`config.mk`:
```
export PLATFORM = sky130hd
export DESIGN_NAME = bcd_event_counter
export DESIGN_NICKNAME = d
export VERILOG_FILES = /design/src/rtl/bcd_event_counter_pkg.sv /design/src/rtl/bcd_count_ctrl.sv /design/src/rtl/bcd_count_datapath.sv /design/src/rtl/bcd_event_counter.sv
export SDC_FILE = /design/constraint.sdc
export NUM_CORES = 1
export LEC_CHECK = 0
export BUFFER_PORTS_ARGS = -buffer_cell sky130_fd_sc_hd__buf_4
export CORE_MARGIN = 2
export CORE_UTILIZATION = 56
export CTS_BUF_LIST = sky130_fd_sc_hd__clkbuf_2
export CTS_CLUSTER_DIAMETER = 200
export DETAILED_ROUTE_END_ITERATION = 10
export GPL_ROUTABILITY_DRIVEN = 0
export PLACE_DENSITY_LB_ADDON = 0.12
export SYNTH_ARGS = -nofsm -noshare
export SYNTH_HDL_FRONTEND = slang
export SYNTH_HIERARCHICAL = 1
export SYNTH_SLANG_ARGS = --single-unit
```
`constraint.sdc`:
```
create_clock -name clk -period 2.45 [get_ports clk]
set_clock_uncertainty 0.15 [all_clocks]
set_input_delay 0 -clock clk [delete_from_list [all_inputs] [get_ports clk]]
set_output_delay 0 -clock clk [all_outputs]
set_load 0.01 [all_outputs]
```
`src/rtl/bcd_event_counter_pkg.sv`:
```
package bcd_event_counter_pkg;
  // Strobes from control to datapath; at most one is high per cycle
  typedef struct packed {
    logic incr;
    logic decr;
  } ctrlStrobes_t;
endpackage

```
`src/rtl/bcd_count_ctrl.sv`:
```
module bcd_count_ctrl
  import bcd_event_counter_pkg::*;
(
  input  logic         clk,
  input  logic         upCond,
  input  logic         downCond,
  output ctrlStrobes_t strobes,
  output logic         upEn,
  output logic         downEn
);
  logic upPrev;
  logic downPrev;
  logic upRise;
  logic downRise;

  // Condition history is not reset so the enable flags keep tracking
  always_ff @(posedge clk) begin
    upPrev   <= upCond;
    downPrev <= downCond;
  end

  assign upRise   = upCond & ~upPrev;
  assign downRise = downCond & ~downPrev;

  // Simultaneous rises cancel
  always_comb begin
    strobes.incr = upRise & ~downRise;
    strobes.decr = downRise & ~upRise;
  end

  assign upEn   = upPrev;
  assign downEn = downPrev;
endmodule

```
`src/rtl/bcd_count_datapath.sv`:
```
module bcd_count_datapath
  import bcd_event_counter_pkg::*;
#(
  parameter int NUM_DIGITS = 3,
  localparam int ACC_W = 4 * NUM_DIGITS
) (
  input  logic             clk,
  input  logic             rst,
  input  ctrlStrobes_t     strobes,
  input  logic [ACC_W-1:0] presetBcd,
  output logic [ACC_W-1:0] accBcd,
  output logic             doneFlag,
  output logic             wrapFlag
);
  logic [ACC_W-1:0] accQ;
  logic [ACC_W-1:0] incVal;
  logic [ACC_W-1:0] decVal;
  logic             incCarry;
  logic             decBorrow;

  // Ripple increment: a digit at 9 rolls to 0 and passes the carry on
  always_comb begin
    logic carry;
    logic [3:0] digit;
    carry  = 1'b1;
    incVal = '0;
    for (int i = 0; i < NUM_DIGITS; i++) begin
      digit = accQ[4*i +: 4];
      if (carry) begin
        if (digit == 4'd9) begin
          incVal[4*i +: 4] = 4'd0;
        end else begin
          incVal[4*i +: 4] = 4'(digit + 4'd1);
          carry = 1'b0;
        end
      end else begin
        incVal[4*i +: 4] = digit;
      end
    end
    incCarry = carry;
  end

  // Ripple decrement: a digit at 0 rolls to 9 and passes the borrow on
  always_comb begin
    logic borrow;
    logic [3:0] digit;
    borrow = 1'b1;
    decVal = '0;
    for (int i = 0; i < NUM_DIGITS; i++) begin
      digit = accQ[4*i +: 4];
      if (borrow) begin
        if (digit == 4'd0) begin
          decVal[4*i +: 4] = 4'd9;
        end else begin
          decVal[4*i +: 4] = 4'(digit - 4'd1);
          borrow = 1'b0;
        end
      end else begin
        decVal[4*i +: 4] = digit;
      end
    end
    decBorrow = borrow;
  end

  always_ff @(posedge clk) begin
    if (rst) begin
      accQ     <= '0;
      wrapFlag <= 1'b0;
    end else if (strobes.incr) begin
      accQ <= incVal;
      if (incCarry) wrapFlag <= 1'b1;
    end else if (strobes.decr) begin
      accQ <= decVal;
      if (decBorrow) wrapFlag <= 1'b1;
    end
  end

  // Packed BCD orders like binary, so a plain magnitude compare serves
  assign doneFlag = (accQ >= presetBcd);
  assign accBcd   = accQ;
endmodule

```
`src/rtl/bcd_event_counter.sv`:
```
module bcd_event_counter
  import bcd_event_counter_pkg::*;
#(
  parameter int NUM_DIGITS = 3,
  localparam int ACC_W  = 4 * NUM_DIGITS,
  localparam int WORD_W = ACC_W + 4
) (
  input  logic              clk,
  input  logic              rst,
  input  logic              upCond,
  input  logic              downCond,
  input  logic [ACC_W-1:0]  presetBcd,
  output logic [WORD_W-1:0] statusWord
);
  ctrlStrobes_t     strobes;
  logic             upEn;
  logic             downEn;
  logic [ACC_W-1:0] accBcd;
  logic             doneFlag;
  logic             wrapFlag;

  bcd_count_ctrl u_ctrl (
    .clk      (clk),
    .upCond   (upCond),
    .downCond (downCond),
    .strobes  (strobes),
    .upEn     (upEn),
    .downEn   (downEn)
  );

  bcd_count_datapath #(.NUM_DIGITS(NUM_DIGITS)) u_dp (
    .clk       (clk),
    .rst       (rst),
    .strobes   (strobes),
    .presetBcd (presetBcd),
    .accBcd    (accBcd),
    .doneFlag  (doneFlag),
    .wrapFlag  (wrapFlag)
  );

  assign statusWord = {upEn, downEn, doneFlag, wrapFlag, accBcd};
endmodule

```
==> results of run 1 <==
## timing repair
item                                   in CTS  in global routing
hold buffers                                3                  0
buffers inserted                            0                  0
endpoints found under the hold margin      14                  0
## power by group
part	internal [µW]	leakage (µW)	total [µW]	switching (µW)
sequential	258	0.000122	283	25.0
combinational	112	0.000636	226	114
clock	43.3	0.0000166	125	81.6
total	413	0.000775	634	221
## stage by stage
stage / instances / setup slack [ns] / total power [µW] / area (µm²)
after floorplan: 184 / 0.523 / 438 / 1420
after global placement: 233 / 0.446 / 498 / 1630
after detailed placement: 233 / 0.360 / 507 / 1630
after CTS: 240 / 0.222 / 636 / 1680
after global routing: 240 / 0.122 / 678 / 1680
final: 240 / 0.224 / 634 / 1680
## synth_stat cells, types with 2 or more instances
library cell / count / area (µm²)
a211o_1: 2 / 17.5
a211oi_1: 2 / 15.0
a21o_1: 3 / 22.5
a21oi_1: 9 / 45.0
a311oi_1: 3 / 26.3
and2_1: 2 / 12.5
and4_1: 3 / 26.3
buf_2: 5 / 25.0
buf_4: 6 / 45.0
clkbuf_1: 5 / 18.8
dfxtp_1: 15 / 300
ha_1: 12 / 150
inv_1: 17 / 63.8
mux2i_1: 2 / 20.0
nand2_1: 12 / 45.0
nand2b_1: 2 / 12.5
nand3_1: 8 / 40.0
nand4_1: 4 / 25.0
nand4b_1: 2 / 17.5
nor2_1: 12 / 45.0
nor2b_1: 7 / 43.8
nor3_1: 4 / 20.0
o21ai_0: 9 / 45.0
o22ai_1: 3 / 18.8
o31ai_1: 2 / 15.0
or2_2: 4 / 25.0
or3_1: 4 / 25.0
xnor2_1: 4 / 35.0
## worst reg2reg max path, stage by stage, from the launching register on
cell      delay (ns)
dfxtp_1         0.37
nor2b_4         0.13
a21boi_2        0.24
or4b_4          0.51
a21oi_4         0.29
a21oi_1         0.11
a311oi_1        0.28
## kinds of logic (layout without fill, tap and decap cells)
logic type | after synthesis | in the layout | synth area share (%)
xor gates and xnor gates | 4 | 4 | 2.47
muxes | 2 | 2 | 1.41
adders and majority gates | 12 | 12 | 10.6
AOI/OAI and AO/OA | 47 | 47 | 24.4
buffers and inverters | 34 | 60 | 11.5
and+or+nand+nor | 70 | 70 | 28.5
DFF | 15 | 15 | 21.1
## area by class of cell
cell class	instances	share of cell area, %
Clock buffer	4	1.19
Inverter	17	3.80
Multi-Input combinational cell	135	57.0
Sequential cell	15	17.9
Tap cell	30	2.24
Timing Repair Buffer	39	17.9
## flip-flops by register name, indices dropped and copies added (netlist names)
name           cells
u_ctrl/upEn        1
u_dp/wrapFlag      1
u_dp/accBcd       12
u_ctrl/downEn      1
## layer usage
metal / share of wire [%] / track usage [%]
met5: 0 / 0
met4: 1.3 / 7.08
met3: 7.1 / 1.64
met2: 46 / 38.0
met1: 45 / 30.5
## worst max path at each step
stage | slack, ns | startpoint | cells past startpoint | end
floorplan | 0.52 | u_ctrl/downEn$_DFF_P_ | 6 | u_dp/accBcd[9]$_SDFFE_PP0P_
global placement | 0.45 | u_ctrl/downEn$_DFF_P_ | 6 | u_dp/accBcd[9]$_SDFFE_PP0P_
detailed placement | 0.36 | u_ctrl/downEn$_DFF_P_ | 6 | u_dp/accBcd[9]$_SDFFE_PP0P_
CTS | 0.22 | u_dp/accBcd[9]$_SDFFE_PP0P_ | 6 | statusWord[13]
global route | 0.12 | u_dp/accBcd[9]$_SDFFE_PP0P_ | 6 | statusWord[13]
finish | 0.22 | u_dp/accBcd[9]$_SDFFE_PP0P_ | 6 | statusWord[13]
==> flow_summary.yaml, run 1 <==
floorplanning:
  initial_core_util_pct: 58.4
  core_area_mm2: 0.00243
  dieArea_mm2: 0.00295
  fp.dieW_um: 54.4
  chipHeight_um: 54.4
  ioPinCount: 32
  std_cell_rows: 18
route:
  drt-wirelength-per-cell_um: 13.6
  finalWirelength_um: 3250
  route.vias.total: 1437
  drt_pre_antenna_iters: 4
  drc: 0
  drt.antenna.violating_nets: 0
  detail_route.iter0.violations: 45
  via_per_inst: 5.99
final_layout:
  filler_cell_count: 205
  area_delta_synth_final_pct: 18.1
  antenna-diode-count: 0
  multi_input_gate_area_um2: 956
  fin_util_pct: 69.0
  regArea_um2: 300
  final_common_cell: "buf_4"
  drive_gt1_share_pct: 25.2
  most-common-layout-cells: "buf_4, inv_1, dfxtp_1"
  finalNetCount: 239
clock_network:
  cts_htree_levels: 1
  clockBufferDepth: 2
  worst_setup_hold_path_clk_slew_ns: 0.15
  cts.sinks: 15
  ctsRootBufferMaster: "clkbuf_2"
  clock_buffers_created_by_tritoncts: 3
  cts_repair_resize_count: 0
  tritoncts: "done"
  worstSkewPairLatency_ns: 0.28
worst_setup_path:
  nature_of_the_critical_path_startpoint: "flop"
  worstPathMaxFanout: 11
  r2r_setup_slack_ns: 0.28
  critical_path_capture_point_type: "output port"
  crit_slowest_cell: "dfxtp_1"
  critical_path.top_delay_family: "compound AO/OA/AOI/OAI gates"
  crit_top_cell: "a21o_1"
  rr_startpoint: "u_ctrl/downEn$_DFF_P_"
  worst-path-buf-inv: 1
  cp_data_required_time_ns: 2.30
  worstPathCellList: "ha_1, a21o_1, a21o_1, a221oi_1, o31ai_1, buf_4"
  worst-r2r-cell-count: 6
  max_stage_delay_ns: 0.59
  regToRegEndpoint: "u_dp/accBcd[5]$_SDFFE_PP0P_"
  timing.setup.critical_path_class: "flop to output port"
  critical_path_arrival_ns: 2.08
global_routing:
  maximum_number_of_pins_on_one_net_before_global_route_repair: 18
  globalRoute.totalOverflow: 0
  wire_length_of_the_first_global_routing_pass_um: 4970
  number_of_global_route_vias_before_repair: 1178
  grt_antenna_before_repair: 0
  grtUsageTotal_pct: 22.6
sta:
  worstMarginPinSlew_ns: 0.399
  holdWs_ns: 0.208
  pins_over_slew_limit: 0
  final.period_utilization_pct: 90.9
  setup_violation_total_in_the_final_timing_report: 0
  fmaxAchievable_mhz: 449
  final-hold-violation-count: 0
  max_slew_margin_pct: 73.1
  fin_crit_ns: 2.23
  grt_setup_unrepaired: "no"
  fin_setup_tns_ns: 0
power:
  power_density_mw_per_mm2: 378
  ir_drop_uv: 320
  static_leak_uw: 0.000775
synth:
  yosysUniqueCellTypes: 49
  synth-main-ff-cell: "dfxtp_1"
  post_synth_edffs: 0
  mappedNetlistArea_mm2: 0.00142
  ys_seq_area_share_pct: 21.1
  yosys_register_bits: 15
  synth_cells: 184
  synth.avg_cell_area_um2: 7.72
  yosys_warnings: 6
  synthArstFlopShare_pct: 0
  synthesis.nets: 212
placement:
  buffer_ports.inserted: 31
  hpwl_um: 2430
worst_hold_path:
  hold_class: "primary input to flop"
  worstHoldPathCells: 2
  hp-start: "downCond"
  worstHoldEndpoint: "u_ctrl/downEn$_DFF_P_"
flow_run:
  drv.max_cap_violation_count: 0
outcome:
  status: "finished clean"
Note: power is estimated with default switching activity, not from simulation.
==> run 2, diff against run 1 <==
--- a/config.mk
+++ b/config.mk
@@ -5,6 +5,7 @@
 export SDC_FILE = /design/constraint.sdc
 export NUM_CORES = 1
 export LEC_CHECK = 0
+export ABC_AREA = 1
 export BUFFER_PORTS_ARGS = -buffer_cell sky130_fd_sc_hd__buf_4
 export CORE_MARGIN = 2
 export CORE_UTILIZATION = 56
==> run 2 against run 1 <==
Compared with the run above:
- setup slack improved by 0.38 ns
- sequential power rose by 8.1%
- critical endpoint unchanged
- largest cell class unchanged
- wire length fell by 7.8%
- die area fell by 1.9%
- final cell count rose by 25%
- worst hold slack got worse by 0.021 ns
- highest routed layer unchanged
==> flow_summary.yaml, run 2 <==
placement:
  buffer_ports.inserted: 31
  dpl.cell_count: 292
  hpwl_um: 2380
synth:
  yosys.area.top_type: "dfxtp_1"
  synth_cells: 236
  synth.cells.most_frequent: "nand2_1, nor2_1, inv_1"
  yosys_register_bits: 15
  synthArstFlopShare_pct: 0
  yosys_warnings: 6
  post_synth_edffs: 0
  mappedNetlistArea_mm2: 0.00139
  ys_seq_area_share_pct: 21.6
  synth-main-ff-cell: "dfxtp_1"
  synth.top_cell.area_share_pct: 21.6
  yosysUniqueCellTypes: 25
  most_instantiated_library_cell_after_synthesis: "nand2_1"
  synthesis.nets: 264
  synth.avg_cell_area_um2: 5.90
  synth.top_cells.by_area: "dfxtp_1, nand2_1, ha_1"
worst_setup_path:
  cp-endpoint: "statusWord[13]"
  timing.setup.critical_path_class: "flop to output port"
  regToRegEndpoint: "u_dp/accBcd[7]$_SDFFE_PP0P_"
  worstPathMaxFanout: 8
  critical_path_capture_point_type: "output port"
  worst-path-buf-inv: 1
  max_stage_delay_ns: 0.53
  critical_path.top_delay_family: "flip-flops"
  critical_path_arrival_ns: 1.70
  cp-startpoint: "u_dp/accBcd[1]$_SDFFE_PP0P_"
  r2r_setup_slack_ns: 0.82
  path_depth: 6
  nature_of_the_critical_path_startpoint: "flop"
  worstPathCellList: "ha_1, a21oi_1, o21ai_0, nand3_1, nand4_1, buf_4"
  cp_data_required_time_ns: 2.30
  worst-r2r-cell-count: 10
  crit_slowest_cell: "dfxtp_1"
  rr_startpoint: "u_ctrl/upEn$_DFF_P_"
route:
  drt_pre_antenna_iters: 4
  drc: 0
  detail_route.iter0.violations: 45
  via_per_inst: 4.99
  drt-wirelength-per-cell_um: 10.0
  finalWirelength_um: 3000
  route.vias.total: 1493
  drt.antenna.violating_nets: 0
power:
  power.share.sequential_pct: 40.7
  share_comb_of_total_power_pct: 42.3
  static_leak_uw: 0.000919
  clock_power_share_pct: 16.9
  power.switching_fraction_pct: 41.2
  p_int_uw: 442
  ir_drop_uv: 392
  total_switching_power_uw: 310
  power_density_mw_per_mm2: 447
final_layout:
  antenna-diode-count: 0
  finalNetCount: 298
  max_ffs_per_register: 12
  most-common-layout-cells: "nand2_1, nor2_1, buf_4"
  filler_cell_count: 246
  regArea_um2: 300
  final_common_cell: "nand2_1"
  finish.cell_count_without_fillers: 299
  drive_gt1_share_pct: 19.3
  area_delta_synth_final_pct: 20.8
  multi_input_gate_area_um2: 906
worst_hold_path:
  hold_class: "primary input to flop"
  worstHoldPathCells: 2
  hp-start: "upCond"
clock_network:
  clock_buffers_created_by_tritoncts: 3
  cts_hold_buf: 3
  clockBufferDepth: 2
  worst_setup_hold_path_clk_slew_ns: 0.17
  cts_repair_resize_count: 0
  postCtsSetupRepairBufs: 0
  worstSkewPairLatency_ns: 0.32
  ctsRootBufferMaster: "clkbuf_2"
  cts_htree_levels: 1
  cts.sinks: 15
  tritoncts: "done"
sta:
  fin_setup_tns_ns: 0
  fin_crit_ns: 1.85
  setup_violation_total_in_the_final_timing_report: 0
  pins_over_slew_limit: 0
  max_slew_margin_pct: 76.8
  fmaxAchievable_mhz: 541
  final.period_utilization_pct: 75.5
  final-hold-violation-count: 0
  holdWs_ns: 0.187
  grt_setup_unrepaired: "no"
  worstMarginPinSlew_ns: 0.347
global_routing:
  grt_antenna_before_repair: 0
  number_of_global_route_vias_before_repair: 1301
  grtUsageTotal_pct: 24.4
  globalRoute.totalOverflow: 0
  maximum_number_of_pins_on_one_net_before_global_route_repair: 16
  wire_length_of_the_first_global_routing_pass_um: 5240
floorplanning:
  initial_core_util_pct: 57.7
  chipHeight_um: 53.8
  dieArea_mm2: 0.00290
  core_area_mm2: 0.00241
  ioPinCount: 32
  fp.dieW_um: 53.8
  std_cell_rows: 18
outcome:
  status: "finished clean"
flow_run:
  drv.max_cap_violation_count: 0
-- run 2: cell types whose count changed after synthesis, sizes merged, moves of 4 or more --
cell,change
buf,-7
or2,-4
nor3,-4
clkbuf,-4
nand3,+7
o21ai,+9
or3,-4
a21oi,+6
nand2,+54
inv,+20
nor2b,-8
nor2,+28
xnor2,-4
-- run 2: power groups by stage --
| stage | clock network (µW) | logic, µW | registers, µW |
|---|---|---|---|
| finish | 127 | 318 | 306 |
| global route | 142 | 369 | 313 |
| CTS | 129 | 319 | 306 |
| detailed placement | 0 | 313 | 312 |
| global placement | 0 | 310 | 312 |
| floorplan | 0 | 217 | 312 |
-- run 2: area by class of cell --
cell class                      instances  share of cell area [%]
Clock buffer                            3                   0.894
Clock inverter                          1                   0.298
Inverter                               39                    8.71
Multi-Input combinational cell        176                    53.9
Sequential cell                        15                    17.9
Tap cell                               30                    2.23
Timing Repair Buffer                   35                    16.1
-- run 2: logic make-up after synthesis --
logic type | count (synthesis) | share of synthesized area (%)
compound gates | 40 | 15.7
buf+inv | 45 | 13.3
simple gates | 123 | 37.9
fa+ha+maj | 12 | 10.8
xor+xnor | 1 | 0.630
flops | 15 | 21.6
-- run 2: routing by layer --
| metal | GRT usage [%] | part of all wire (%) | wire (µm) | vias up |
|---|---|---|---|---|
| met3 | 5.83 | 5.7 | 170 | 5 |
| li1 | - | - | - | 809 |
| met1 | 31.5 | 47 | 1400 | 641 |
| met4 | 6.84 | 0.97 | 29 | 0 |
| met5 | 0 | 0 | 0 | - |
| met2 | 40.2 | 47 | 1400 | 38 |
-- run 2: through the flow --
step / total power [µW] / util (%) / setup WS, ns / cell area (µm²)
floorplan: 529 / - / 0.984 / 1390
global placement: 622 / 67.7 / 0.874 / 1630
detailed placement: 625 / 67.7 / 0.843 / 1630
CTS: 755 / 69.7 / 0.580 / 1680
global route: 823 / 69.7 / 0.443 / 1680
finish: 752 / 69.7 / 0.600 / 1680
-- run 2: how the worst min path moves through the flow --
stage | to | slack, ns
after global placement | u_ctrl/downEn$_DFF_P_ | -0.03
after CTS | u_ctrl/downEn$_DFF_P_ | 0.18
after global routing | u_ctrl/downEn$_DFF_P_ | 0.16
final | u_ctrl/upEn$_DFF_P_ | 0.19
after floorplan | u_ctrl/downEn$_DFF_P_ | -0.12
after detailed placement | u_ctrl/upEn$_DFF_P_ | -0.02
==> run 3, diff against run 2 <==
--- a/config.mk
+++ b/config.mk
@@ -5,10 +5,10 @@
 export SDC_FILE = /design/constraint.sdc
 export NUM_CORES = 1
 export LEC_CHECK = 0
-export ABC_AREA = 1
+export ABC_AREA = 0
 export BUFFER_PORTS_ARGS = -buffer_cell sky130_fd_sc_hd__buf_4
 export CORE_MARGIN = 2
-export CORE_UTILIZATION = 56
+export CORE_UTILIZATION = 51
 export CTS_BUF_LIST = sky130_fd_sc_hd__clkbuf_2
 export CTS_CLUSTER_DIAMETER = 200
 export DETAILED_ROUTE_END_ITERATION = 10
==> constraint.sdc (replaced) <==
create_clock -name clk -period 1.5 [get_ports clk]
set_clock_uncertainty 0.15 [all_clocks]
set_input_delay 0 -clock clk [delete_from_list [all_inputs] [get_ports clk]]
set_output_delay 0 -clock clk [all_outputs]
set_load 0.01 [all_outputs]
==> run 3 against run 2 <==
Compared with the run above:
- the run now ends with setup timing left
- via count is 14% higher
- sequential power is 47% higher
- global-route usage is 3.3 points higher
- sequential cell count stayed put
- critical path type is now flop to flop
- critical endpoint is now u_dp/accBcd[6]$_SDFFE_PP0P_
==> flow_summary.yaml, run 3 (synthesized netlist as in run 1, its figures left out) <==
outcome:
  status: "complete, but fails checks"
  violations: "setup timing"
global_routing:
  wire_length_of_the_first_global_routing_pass_um: 7160
  globalRoute.totalOverflow: 0
  grtUsageTotal_pct: 27.8
  number_of_global_route_vias_before_repair: 1643
  maximum_number_of_pins_on_one_net_before_global_route_repair: 17
  grt_antenna_before_repair: 0
clock_network:
  worstSkewPairLatency_ns: 0.29
  clockBufferDepth: 2
  clock_buffers_created_by_tritoncts: 3
  cts.sinks: 15
  cts_htree_levels: 1
  tritoncts: "done"
  worst_setup_hold_path_clk_slew_ns: 0.16
  ctsRootBufferMaster: "clkbuf_2"
worst_setup_path:
  cp_data_required_time_ns: 1.54
  worstPathCellList: "nor2b_4, nor3b_2, buf_4, or4b_4, a21oi_4, buf_4, a211o_2, o311ai_1"
  worst-r2r-cell-count: 8
  worstPathMaxFanout: 6
  critical_path_arrival_ns: 2.10
  nature_of_the_critical_path_startpoint: "flop"
  r2r_setup_slack_ns: -0.55
  max_stage_delay_ns: 0.51
  critical_path_capture_point_type: "flop"
  critical_path.top_delay_family: "simple AND/OR/NAND/NOR gates"
  regToRegEndpoint: "u_dp/accBcd[6]$_SDFFE_PP0P_"
  crit_top_cell: "buf_4"
  worst-path-buf-inv: 2
  crit_slowest_cell: "or4b_4"
  rr_startpoint: "u_ctrl/downEn$_DFF_P_"
  timing.setup.critical_path_class: "flop to flop"
route:
  via_per_inst: 6.05
  finalWirelength_um: 4680
  drt.antenna.violating_nets: 0
  drt_pre_antenna_iters: 5
  drt-wirelength-per-cell_um: 16.6
  route.vias.total: 1705
  drc: 0
  detail_route.iter0.violations: 126
final_layout:
  max_ffs_per_register: 12
  drive_gt1_share_pct: 49.0
  most-common-layout-cells: "buf_4, inv_1, nand2_1, nor2_1"
  final_area_mm2: 0.00218
  final_common_cell: "buf_4"
  finish.cell_count_without_fillers: 282
  filler_cell_count: 178
  area_delta_synth_final_pct: 53.8
  antenna-diode-count: 0
  finalNetCount: 280
  fin_util_pct: 80.6
sta:
  fin_crit_ns: 2.05
  fmaxAchievable_mhz: 487
  grt_setup_unrepaired: "yes"
  pins_over_slew_limit: 0
  final.period_utilization_pct: 137
  max_slew_margin_pct: 73.5
  final-hold-violation-count: 0
  holdWs_ns: 0.157
  setup_violation_total_in_the_final_timing_report: 14
  worstMarginPinSlew_ns: 0.393
  setup_slack_of_the_critical_path_after_layout_ns: -0.551
floorplanning:
  initial_core_util_pct: 52.4
  chipHeight_um: 56.8
  ioPinCount: 32
  core_area_mm2: 0.00271
  std_cell_rows: 19
  dieArea_mm2: 0.00322
  fp.dieW_um: 56.8
placement:
  buffer_ports.inserted: 31
  hpwl_um: 3080
  dpl.cell_count: 265
  post_dp_cell_area_mm2: 0.00188
  dpl_worst_slack_ns: -0.489
power:
  ir_drop_uv: 565
  static_leak_uw: 0.00102
  power_density_mw_per_mm2: 569
worst_hold_path:
  worstHoldPathCells: 6
  hp-start: "upCond"
  hold_class: "primary input to flop"
  worstHoldEndpoint: "u_dp/accBcd[0]$_SDFFE_PP0P_"
flow_run:
  drv.max_cap_violation_count: 0
run 3: cell types whose count changed in the layout (fill, tap and decap cells not counted), sizes merged, moves of 8 or more:
cell and change:
inv -20, nand2 -54, nor2 -28, buf +45, o21ai -9, nor2b +8
run 3: worst reg2reg max path: cells and delay by family (launching register included):
family	cells	cell delay, ns
AND/OR/NAND/NOR	3	0.68
buffers and inverters	2	0.30
flip-flops	1	0.37
AO/OA/AOI/OAI	3	0.44
run 3: cell type report:
class | count | area (µm²) | area share, %
Tap cell | 31 | 38.8 | 1.78
Sequential cell | 15 | 313 | 14.3
Timing Repair Buffer | 80 | 636 | 29.1
Inverter | 17 | 63.8 | 2.92
Multi-Input combinational cell | 135 | 1110 | 51.0
Clock buffer | 4 | 20.0 | 0.916
run 3: repair_timing:
item | 4_1_cts | 5_1_grt
hold buffers | 3 | 0
pin swaps | 6 | 12
buffers inserted | 5 | 6
gates resized for setup | 16 | 22
endpoints found under the setup margin | 13 | 14
endpoints found under the hold margin | 15 | 0
run 3: how the worst max path moves through the flow:
stage          cells after the start  slack [ns]                           end                  start
2_1_floorplan                      7       -0.38  u_dp/accBcd[10]$_SDFFE_PP0P_  u_ctrl/downEn$_DFF_P_
6_report                           8       -0.55   u_dp/accBcd[6]$_SDFFE_PP0P_  u_ctrl/downEn$_DFF_P_
3_5_place_dp                       7       -0.49   u_dp/accBcd[6]$_SDFFE_PP0P_  u_ctrl/downEn$_DFF_P_
4_1_cts                            7       -0.50  u_dp/accBcd[10]$_SDFFE_PP0P_  u_ctrl/downEn$_DFF_P_
5_1_grt                            6       -0.60   u_dp/accBcd[9]$_SDFFE_PP0P_  u_ctrl/downEn$_DFF_P_
3_3_place_gp                       7       -0.42  u_dp/accBcd[10]$_SDFFE_PP0P_  u_ctrl/downEn$_DFF_P_
run 3: power by group:
part / total (µW) / switching (µW) / internal, µW
sequential: 449 / 25.6 / 423
clock: 210 / 140 / 70.7
combinational: 583 / 281 / 303
total: 1240 / 446 / 796
run 3: routing by layer:
metal,part of all wire [%],global-route usage (%),routed length (µm),vias up
met5,0,0,0,-
met1,40,34.1,1890,792
met4,3.7,13.3,172,0
met2,48,48.0,2260,95
li1,-,-,-,797
met3,7.6,3.00,356,21
run 3: through the flow:
stage	total power (µW)	TNS, ns
6_report	1240	-5.91
5_1_grt	1310	-6.95
4_1_cts	1180	-5.33
3_5_place_dp	913	-4.97
3_3_place_gp	892	-4.26
2_1_floorplan	732	-3.09
